<file path="src/rtl/csr_chk_pkg.sv">
package csr_chk_pkg;

  typedef enum logic [1:0] {
    PRIV_U = 2'b00,
    PRIV_S = 2'b01,
    PRIV_H = 2'b10,
    PRIV_M = 2'b11
  } priv_t;

  localparam logic [11:0] CNT_URO_ADDR = 12'hC00;
  localparam logic [11:0] CNT_MRW_ADDR = 12'hB00;
  localparam logic [11:0] DBG_WIN_BASE = 12'h7B0;
  localparam logic [11:0] TRG_WIN_BASE = 12'h7A0;
  localparam int unsigned WIN_LSB_BITS = 4;

endpackage

</file>
<file path="src/rtl/csr_impl_lookup.sv">
module csr_impl_lookup #(
  parameter int unsigned ADDR_W = 12,
  parameter int unsigned IMPL_N = 14,
  parameter logic [ADDR_W-1:0] IMPL_TABLE [IMPL_N] = '{
    12'hC00, 12'hB00, 12'h300, 12'h305, 12'h341, 12'hF11, 12'h100,
    12'h105, 12'h140, 12'h7A0, 12'h7A1, 12'h7B0, 12'h7B1, 12'h800
  }
) (
  input  logic [ADDR_W-1:0] addr,
  output logic              hit
);

  logic [IMPL_N-1:0] match_vec;

  genvar gi;
  generate
    for (gi = 0; gi < IMPL_N; gi++) begin : g_entry
      assign match_vec[gi] = (addr == IMPL_TABLE[gi]);
    end
  endgenerate

  assign hit = |match_vec;

endmodule

</file>
<file path="src/rtl/csr_rights_eval.sv">
module csr_rights_eval
  import csr_chk_pkg::*;
#(
  parameter int unsigned ADDR_W = 12
) (
  input  logic [ADDR_W-1:0] addr,
  input  logic [1:0]        priv,
  input  logic              debug,
  input  logic              wr_intent,
  input  logic              hit,
  output logic              illegal,
  output logic              ro_violation
);

  localparam int unsigned RO_MSB   = ADDR_W - 1;
  localparam int unsigned RO_LSB   = ADDR_W - 2;
  localparam int unsigned PRV_MSB  = ADDR_W - 3;
  localparam int unsigned PRV_LSB  = ADDR_W - 4;
  localparam int unsigned WIN_TOPW = ADDR_W - WIN_LSB_BITS;

  logic [1:0] eff_priv;
  logic       priv_low;
  logic       dbg_block;
  logic       ro_addr;

  always_comb begin
    eff_priv  = debug ? PRIV_M : priv;
    priv_low  = (eff_priv < addr[PRV_MSB:PRV_LSB]);
    ro_addr   = (addr[RO_MSB:RO_LSB] == 2'b11);
    dbg_block = !debug &&
                (addr[ADDR_W-1:WIN_LSB_BITS] == DBG_WIN_BASE[ADDR_W-1:WIN_LSB_BITS]);
    ro_violation = wr_intent && ro_addr;
    illegal      = !hit || priv_low || ro_violation || dbg_block;
  end

  logic [WIN_TOPW-1:0] unused_top;
  assign unused_top = TRG_WIN_BASE[ADDR_W-1:WIN_LSB_BITS];

endmodule

</file>
<file path="src/rtl/csr_alias_counter.sv">
module csr_alias_counter #(
  parameter int unsigned CNT_W = 32
) (
  input  logic             clk,
  input  logic             rst,
  input  logic             load_en,
  input  logic [CNT_W-1:0] load_val,
  output logic [CNT_W-1:0] count
);

  always_ff @(posedge clk) begin
    if (rst) begin
      count <= '0;
    end else if (load_en) begin
      count <= load_val;
    end else begin
      count <= count + CNT_W'(1);
    end
  end

endmodule

</file>
<file path="src/rtl/csr_gate.sv">
module csr_gate
  import csr_chk_pkg::*;
#(
  parameter int unsigned ADDR_W = 12,
  parameter int unsigned XLEN   = 32
) (
  input  logic              clk,
  input  logic              rst,
  input  logic [ADDR_W-1:0] csr_addr,
  input  logic [1:0]        priv_mode,
  input  logic              debug_mode,
  input  logic              wr_intent,
  input  logic              acc_valid,
  input  logic [XLEN-1:0]   wr_data,
  output logic              illegal,
  output logic              ro_violation,
  output logic              hit,
  output logic [XLEN-1:0]   rd_data
);

  logic [XLEN-1:0] cnt_q;
  logic            cnt_sel;
  logic            cnt_load;

  csr_impl_lookup #(
    .ADDR_W (ADDR_W)
  ) u_lookup (
    .addr (csr_addr),
    .hit  (hit)
  );

  csr_rights_eval #(
    .ADDR_W (ADDR_W)
  ) u_rights (
    .addr         (csr_addr),
    .priv         (priv_mode),
    .debug        (debug_mode),
    .wr_intent    (wr_intent),
    .hit          (hit),
    .illegal      (illegal),
    .ro_violation (ro_violation)
  );

  always_comb begin
    cnt_sel  = !illegal &&
               ((csr_addr == CNT_URO_ADDR) || (csr_addr == CNT_MRW_ADDR));
    cnt_load = acc_valid && wr_intent && !illegal && (csr_addr == CNT_MRW_ADDR);
    rd_data  = cnt_sel ? cnt_q : '0;
  end

  csr_alias_counter #(
    .CNT_W (XLEN)
  ) u_cnt (
    .clk      (clk),
    .rst      (rst),
    .load_en  (cnt_load),
    .load_val (wr_data),
    .count    (cnt_q)
  );

endmodule

</file>
<file path="config.mk">
export PLATFORM = sky130hd
export DESIGN_NAME = csr_gate
export DESIGN_NICKNAME = d
export VERILOG_FILES = /design/src/rtl/csr_chk_pkg.sv /design/src/rtl/csr_impl_lookup.sv /design/src/rtl/csr_rights_eval.sv /design/src/rtl/csr_alias_counter.sv /design/src/rtl/csr_gate.sv
export SDC_FILE = /design/constraint.sdc
export NUM_CORES = 1
export LEC_CHECK = 0
export ABC_AREA = 0
export BUFFER_PORTS_ARGS = -buffer_cell sky130_fd_sc_hd__buf_2
export CORE_MARGIN = 5
export CORE_UTILIZATION = 25
export DETAILED_ROUTE_END_ITERATION = 6
export GPL_TIMING_DRIVEN = 0
export PLACE_DENSITY = 0.51
export REMOVE_ABC_BUFFERS = 1
export SKIP_LAST_GASP = 1
export SYNTH_ARGS = -nofsm -noshare
export SYNTH_HDL_FRONTEND = slang
export SYNTH_HIERARCHICAL = 1
export SYNTH_SLANG_ARGS = --single-unit
export TNS_END_PERCENT = 20
</file>
<file path="constraint.sdc">
create_clock -name clk -period 4.79 [get_ports clk]
set_input_delay 0.958 -clock clk [delete_from_list [all_inputs] [get_ports clk]]
set_output_delay 0.958 -clock clk [all_outputs]
set_load 0.005 [all_outputs]
</file>
* Word-level counts from Yosys, hierarchy flattened *
Cells that the tools add are included.

storage, ports and cells
  bits in registers = 32
  bits in latches = 0
  RAM bits = 0
  ROM bits = 0
  bits of input ports = 51
  output and inout port bits = 35
  logic and storage cells = 36
  memories = 0

operators by class
  add/subtract/negate cells = 1
  multiply operators = 0
  div/mod/pow operators = 0
  order comparisons = 1
  equal/unequal tests = 16
  shift operators = 0
  mux-type cells = 3
  bitwise gates (word level) = 0
  reduce and logical (&&, ||, !) cells = 14

operators by type and width
  operator                                          number
  two-way mux 32 bit                                2
  == test 12 x 11 -> 1 bit (second input constant)  4
  == test 12 bit (second input constant)            4
  == test 12 x 10 -> 1 bit (second input constant)  3
  == test 12 x 9 -> 1 bit (second input constant)   3
  adder 32 x 1 -> 32 bit (second input constant)    1
  OR reduction 14 bit                               1
  == test 8 x 7 -> 1 bit (second input constant)    1
  logical AND 1 bit                                 6
  logical OR 1 bit                                  4
  logical NOT 1 bit                                 3
  == test 2 bit (second input constant)             1
  < comparator 2 bit                                1
  two-way mux 2 bit                                 1

* Logic depth before layout (Yosys ltp) *
Gate-level depths: netlist (run 1).

  depth after elaboration = 10
  gate-level depth with buffers = 14
  gate-level depth less buffers = 12

* By module *
Netlist (run 1), hierarchy kept.

modules (own cells, without submodules)
  module             instances  cells each  area an instance (um^2)  sequential area each (um^2)
  csr_alias_counter  1          227         1850.5                   640.6
  csr_gate           1          46          326.6                    0.0
  csr_impl_lookup    1          25          182.7                    0.0
  csr_rights_eval    1          11          77.6                     0.0

* Least setup slack after synthesis (run 1) *
Ideal clock, no wire load.

  path kind = input-to-reg
  from = input port csr_addr[1]
  to = register u_cnt.count[28]
  library setup time = 0.118 ns
  arrival time = 4.322 ns
  data required time = 4.672 ns
  setup slack = 0.350 ns
  stages = 11
  path buffers = 2
  cells stage by stage = or4b_1 -> nor3_1 -> a221o_1 -> or4b_1 -> or4b_4 -> nor4_4 -> and3_2 -> clkbuf_1 -> clkinv_1 -> clkbuf_1 -> o2111a_1

between the ends
  longest elaborated chain between the ends = 10
  elaborated cells between the ends (all ways) = 23
  those cells by class = eq/ne: 14; mux: 1; reduce/logical: 8

ends and longest elaborated chain
  item                                    RTL line                 RTL
  from (decl)                             csr_gate.sv:9            input logic [ADDR_W-1:0] csr_addr,
  == test 12 bit (tied with other cells)  csr_impl_lookup.sv:18    assign match_vec[gi] = (addr == IMPL_TABLE[gi]);
  OR reduction 14 bit (*)                 csr_impl_lookup.sv:22    assign hit = |match_vec;
  named net hit                           csr_gate.sv:17           output logic hit,
  logical NOT 1 bit (*)                   csr_rights_eval.sv:33    illegal = !hit || priv_low || ro_violation || dbg_block;
  logical OR 1 bit (*) (3 in series)      csr_rights_eval.sv:33
  named net illegal                       csr_gate.sv:15           output logic illegal,
  logical NOT 1 bit (*)                   csr_gate.sv:47           cnt_load = acc_valid && wr_intent && !illegal && (csr_addr == CNT_MRW_ADDR);
  logical AND 1 bit (*) (2 in series)     csr_gate.sv:47
  named net cnt_load                      csr_gate.sv:23           logic cnt_load;
  two-way mux 32 bit (*)                  csr_alias_counter.sv:14  end else if (load_en) begin
  to (signal assigned)                    csr_alias_counter.sv:15  count <= load_val;
  to (signal assigned)                    csr_alias_counter.sv:17  count <= count + CNT_W'(1);
  to (decl)                               csr_alias_counter.sv:8   output logic [CNT_W-1:0] count

The timed path passes the listed nets; every way through them passes the cells marked *.
A chain may end at the register's enable or synchronous reset.

* Worst setup path in the final report (run 1) *
  from = input port csr_addr[3]
  to = output port rd_data[14]

between the ends
  longest elaborated chain between the ends = 9
  elaborated cells between the ends (all ways) = 23
  those cells by class = eq/ne: 14; mux: 1; reduce/logical: 8

ends and longest elaborated chain
  item                                    RTL line                               RTL
  == test 12 bit (tied with other cells)  csr_impl_lookup.sv:18, csr_gate.sv:46
  OR reduction 14 bit                     csr_impl_lookup.sv:22
  logical NOT 1 bit                       csr_rights_eval.sv:33
  logical OR 1 bit (3 in series)          csr_rights_eval.sv:33
  logical NOT 1 bit                       csr_gate.sv:45                         cnt_sel = !illegal &&
  logical AND 1 bit (*)                   csr_gate.sv:45
  two-way mux 32 bit (*)                  csr_gate.sv:48                         rd_data = cnt_sel ? cnt_q : '0;
  to (decl)                               csr_gate.sv:18                         output logic [XLEN-1:0] rd_data

Every way passes the cells marked *; elsewhere a longest branch is shown, timed or not.

==> metrics, run 1 <==
outcome=finished with violations; failing checks=setup timing; # setup viols final=3; P per Cell Area=188.3 mW/mm2; CP Launch Type=primary input; RSZ-0062 raised after global routing=true; grt ovf=0; Via density=5.303; largest net degree at the start of global routing=54; share of layout cells above drive strength 1=32.22%; Sequential Power Share=45.0%; port buffer count=85; Post-Synth XOR/XNOR Area=4.671%; FP Rows=36; H-tree levels=2; Post-Synth Simple-Gate Area=42.76%; Hold WS=0.5294 ns; Slew Viols, Final=0; Total Nets Final=440; r2r setup slk=2.25 ns; vias in the first global route=2656; Reg clk slew, reported paths=0.07 ns; die area=0.01182 mm2; most frequent cells in the layout=buf_2 (77), dfxtp_1 (32), and3_1 (31); Clk pwr share=43.1%; Psw=0.0001502 W; Total GRT Usage=13.97%; commonest non-fill, non-tap cell in the layout=buf_2; Worst Path Arrival=3.86 ns; Pleak=1.306 nW; worst endpoint required time=3.83 ns; Die W=108.7 um; pre-CTS WS=-1.560 ns; Iter 0 DRT Violations=147; reg-to-reg critical path startpoint=u_cnt/count[12]; Worst Slack Setup Final=-0.02403 ns; drc violations=0; crit path kind=primary input to output pin; Routed WL=8.396 mm; Max-Cap Viols=0; Fin. Hold Viols=0; Synth Area in Compound Gates=18.74%; CTS root buf=clkbuf_8; flops & latches, synth=32; Max Fclk=207.7 MHz; Final Critical Period=4.814 ns; Final Non-Filler Cells=521; storage element area=640.6 um2; worst relative slew slack=43.50%; HP Start=u_cnt/count[26]; IR drop worst, VDD=0.00008958 V; Clock Latency Late Sink=0.28 ns; top post-synthesis cells by area=dfxtp_1 (26%), and3_1 (9.0%), nor2_1 (4.3%); Yosys top cell area share=26.28%; Post-Synth Adder-Cell Area=1.027%; ys flop type=dfxtp_1; worst-margin pin slew=0.8398 ns; max FFs per register=32; routed via count=2763; Syn-to-layout area delta=32.34%; first-pass GRT wire length=13.25 mm; placed cell count=506; post-synthesis mux area share=0.4107%; largest family of logic cells by synthesized area=simple AND/OR/NAND/NOR gates; Hold/Removal Path Class=flip-flop to flip-flop; Power Total=0.0006075 W; Final HPWL DP=5.693 mm; cts bufs inserted=5; CTS tree=built; wire per inst=16.12 um; register area share after synthesis=26.28%; crit path max fanout=16; switching share of power=24.73%; Yosys warning count=6; Clock Skews=0.009401 ns; footprint of the multi-input gates=0.001728 mm2; Hold EP=u_cnt/count[26]; post-synthesis cell count=309; # fillers=1084; Synth cell types=56; Async S/R FF share, synth=0%; core outline area=0.009639 mm2; initial antenna violation count=1; Synth Cell Area=0.002437 mm2; fin crit share=100.5%; # IOs=86; clock tree buffer depth=2; average instance area after synthesis=7.888 um2; chip height=108.7 um; Pint=0.0004572 W; clk sinks=32; r2r endpoint=u_cnt/count[24]; Post-DRT Antenna Nets=0; WHS Path Cells=2; R2R cell count=4; Final GP Congestion=0.7666; largest reg by FF count=u_cnt/count; antenna fix cells=0; Post-synth EDFFs=0; Comb pwr share=11.9%; Synth area leader=dfxtp_1; CP endpoint kind=output pin; Largest regs=u_cnt/count (32); initial core utilization=25.29%; drt first pass iters=4
==> cells by family after synthesis <==
logic type | Yosys count
DFF | 32
adders and majority gates | 2
muxes | 1
xor gates and xnor gates | 13
buffers and inverters | 31
AOI/OAI and AO/OA | 60
and+or+nand+nor | 170
==> metrics by stage <==
stage	cell area [um2]	util (%)	setup TNS, ns
global route	3226	33.46	-1.431
global placement	2914	30.23	-84.73
detailed placement	2934	30.44	-63.50
floorplan	2322	-	-13.96
CTS	3097	32.13	-1.337
finish	3226	33.46	-0.05036
==> worst max path at each step <==
stage                       startpoint              end  slack (ns)  depth (start not counted)
after floorplan            csr_addr[1]  u_cnt/count[29]       -0.76                         11
after global routing       csr_addr[3]      rd_data[14]       -0.12                         10
after detailed placement  csr_addr[10]  u_cnt/count[25]       -1.56                         12
after CTS                 csr_addr[10]      rd_data[14]       -0.11                         11
after global placement    csr_addr[10]  u_cnt/count[29]       -2.33                         13
final                      csr_addr[3]      rd_data[14]       -0.02                         10
==> synth_stat cells, types with 3 or more instances <==
library cell  instances
and3_1               35
dfxtp_1              32
nor2_1               28
nand2_1              18
clkbuf_1             16
nand3_1              13
a211oi_1             12
a311oi_1             12
or4_1                12
nor3_1               10
inv_1                 8
nand4_1               8
o31ai_1               8
nor4_1                7
o21ai_0               7
or3_1                 7
xnor2_1               7
a21oi_1               6
xor2_1                6
and4_1                5
buf_6                 4
a311o_1               3
and3_2                3
o211ai_1              3
==> layout make-up <==
type | instances | area share (%)
repair buffers | 92 | 16.87
multi-input cells | 247 | 53.57
clock buffers | 6 | 2.250
flip-flops and latches | 32 | 19.86
inverters | 9 | 1.202
well taps | 133 | 5.159
clock inverters | 2 | 1.086
==> power groups by stage <==
stage,combinational [W],clock [W],sequential (W)
finish,0.0000724,0.000262,0.000273
global route,0.0000807,0.000280,0.000274
CTS,0.0000652,0.000271,0.000273
detailed placement,0.0000633,0,0.000279
global placement,0.0000602,0,0.000279
floorplan,0.0000214,0,0.000278
==> critical path: stages <==
cell and delay [ns]:
buf_2 0.16, or3_4 0.39, nor4_2 0.24, a221o_1 0.22, or4b_4 0.47, or4b_4 0.61
nor4_4 0.24, buf_6 0.23, and3_1 0.20, buf_2 0.12
==> repair_timing <==
action                                  in CTS  in global routing
hold buffers                                 0                  0
pin swaps                                    2                  7
setup buffers                                4                  2
cloned                                       1                  0
endpoints found under the setup margin      64                 34
resized for setup                            2                 31
==> routing by layer <==
metal | vias to the layer above | share of wire [%] | track usage, %
li1 | 1363 | - | -
met1 | 1326 | 48 | 18.75
met2 | 66 | 45 | 22.55
met3 | 6 | 5.6 | 2.960
met4 | 2 | 0.88 | 4.058
met5 | - | 0.095 | 0
No activity file was read; power rests on OpenSTA's default activity.
==> run 2: changes to the inputs <==
--- a/config.mk
+++ b/config.mk
@@ -9,10 +9,12 @@
 export BUFFER_PORTS_ARGS = -buffer_cell sky130_fd_sc_hd__buf_2
 export CORE_MARGIN = 5
 export CORE_UTILIZATION = 25
+export CTS_BUF_LIST = sky130_fd_sc_hd__clkbuf_16
 export DETAILED_ROUTE_END_ITERATION = 6
 export GPL_TIMING_DRIVEN = 0
 export PLACE_DENSITY = 0.51
 export REMOVE_ABC_BUFFERS = 1
+export SKIP_CTS_REPAIR_TIMING = 1
 export SKIP_LAST_GASP = 1
 export SYNTH_ARGS = -nofsm -noshare
 export SYNTH_HDL_FRONTEND = slang
==> metrics, run 2 (synthesis gave the netlist of run 1 again) <==
placed cell count=506; Worst Slack Setup Final=-0.01488 ns; Worst Path Arrival=3.85 ns; vias in the first global route=2596; initial antenna violation count=1; grt ovf=0; CP Launch Type=primary input; Max-Cap Viols=0; Final HPWL DP=5.693 mm; clock tree buffer depth=2; Final Non-Filler Cells=522; cts bufs inserted=5; die area=0.01182 mm2; fin crit share=100.3%; clk sinks=32; switching share of power=23.13%; reg-to-reg critical path startpoint=u_cnt/count[12]; Post-DRT Antenna Nets=0; core outline area=0.009639 mm2; Pint=0.0005415 W; GR Layer Usage met3=3.434%; Hold/Removal Path Class=flip-flop to flip-flop; H-tree levels=2; Hold WS=0.5219 ns; Via density=5.276; commonest non-fill, non-tap cell in the layout=buf_2; max FFs per register=32; WHS Path Cells=2; Pleak=1.330 nW; initial core utilization=25.29%; Final Critical Period=4.805 ns; worst endpoint required time=3.83 ns; failing checks=setup timing; Max Fclk=208.1 MHz; antenna fix cells=0; outcome=finished with violations; R2R cell count=4; Slew Viols, Final=0; IR drop worst, VDD=0.0001560 V; Total GRT Usage=13.38%; P per Cell Area=217.9 mW/mm2; storage element area=640.6 um2; RSZ-0062 raised after global routing=true; CP endpoint kind=output pin; CTS root buf=clkbuf_16; # setup viols final=4; chip height=108.7 um; Die W=108.7 um; most frequent cells in the layout=buf_2 (82), and3_1 (33), dfxtp_1 (32); FP Rows=36; HP Start=u_cnt/count[26]; share of layout cells above drive strength 1=31.11%; largest net degree at the start of global routing=54; r2r setup slk=2.26 ns; crit path max fanout=7; drc violations=0; wire per inst=16.23 um; drt first pass iters=4; # IOs=86; port buffer count=85; Total Nets Final=441; Syn-to-layout area delta=32.65%; crit path kind=primary input to output pin; Clk pwr share=51.5%; post-layout util=33.54%; routed via count=2754; Hold EP=u_cnt/count[26]; Reg clk slew, reported paths=0.05 ns; Clock Skews=0.008518 ns; global routing's busiest layer=met2; Iter 0 DRT Violations=160; setup TNS=-0.03913 ns; met1 Track Usage GR=17.42%; # fillers=1103; Final GP Congestion=0.7666; Sequential Power Share=38.8%; Comb pwr share=9.6%; largest reg by FF count=u_cnt/count; Psw=0.0001630 W; footprint of the multi-input gates=0.001710 mm2; first-pass GRT wire length=12.84 mm; met2 Usage GRT=21.71%; worst-margin pin slew=0.8561 ns; Routed WL=8.470 mm; Largest regs=u_cnt/count (32); Clock Latency Late Sink=0.28 ns; Power Total=0.0007045 W; Fin. Hold Viols=0; r2r endpoint=u_cnt/count[26]; CTS tree=built; worst relative slew slack=42.40%
-- run 2: cell count changes in the layout (fill, tap and decap cells not counted), sizes merged --
cell and delta:
clkbuf -1, inv +2, buf +1, clkinv -1
-- run 2: power by group through the flow --
stage / Combinational (W) / Sequential, W / Clock (W)
4_1_cts: 0.0000634 / 0.000274 / 0.000370
5_1_grt: 0.0000759 / 0.000275 / 0.000384
3_3_place_gp: 0.0000602 / 0.000279 / 0
6_report: 0.0000679 / 0.000274 / 0.000363
3_5_place_dp: 0.0000633 / 0.000279 / 0
2_1_floorplan: 0.0000214 / 0.000278 / 0
-- run 2: worst max-delay path by stage --
stage                      start               to  slack (ns)  depth (start not counted)
detailed placement  csr_addr[10]  u_cnt/count[25]       -1.56                         12
global route         csr_addr[4]      rd_data[14]       -0.09                         12
floorplan            csr_addr[1]  u_cnt/count[29]       -0.76                         11
CTS                 csr_addr[10]  u_cnt/count[25]       -1.31                         12
finish               csr_addr[3]      rd_data[15]       -0.01                         11
global placement    csr_addr[10]  u_cnt/count[29]       -2.33                         13
-- run 2: final cells by class --
class / instances / share of cell area, %
timing repair buffer: 93 / 15.94
sequential: 32 / 19.81
clock inverter: 3 / 1.200
inverter: 9 / 1.122
clock buffer: 5 / 3.870
tap: 133 / 5.147
multi-input combinational: 247 / 52.90
-- run 2: through the flow --
stage / setup slack [ns] / area [um2]
4_1_cts: -1.307 / 3098
2_1_floorplan: -0.7618 / 2322
3_5_place_dp: -1.560 / 2934
5_1_grt: -0.08798 / 3233
6_report: -0.01488 / 3233
3_3_place_gp: -2.331 / 2914
-- run 2: worst max-delay path, stage by stage --
cell     delay (ns)
buf_2          0.16
or3_1          0.41
nor4_2         0.26
a221o_1        0.22
or4b_4         0.47
or4b_4         0.61
nor4_4         0.14
buf_4          0.19
buf_6          0.14
and3_1         0.18
buf_2          0.12
-- run 2: per-layer routing --
layer | share of wire (%) | up-vias | routed length, um
met5 | 0.083 | - | 7
met4 | 1.1 | 2 | 95
met3 | 6.9 | 8 | 582
met2 | 45 | 84 | 3828
met1 | 47 | 1296 | 3957
li1 | - | 1364 | -
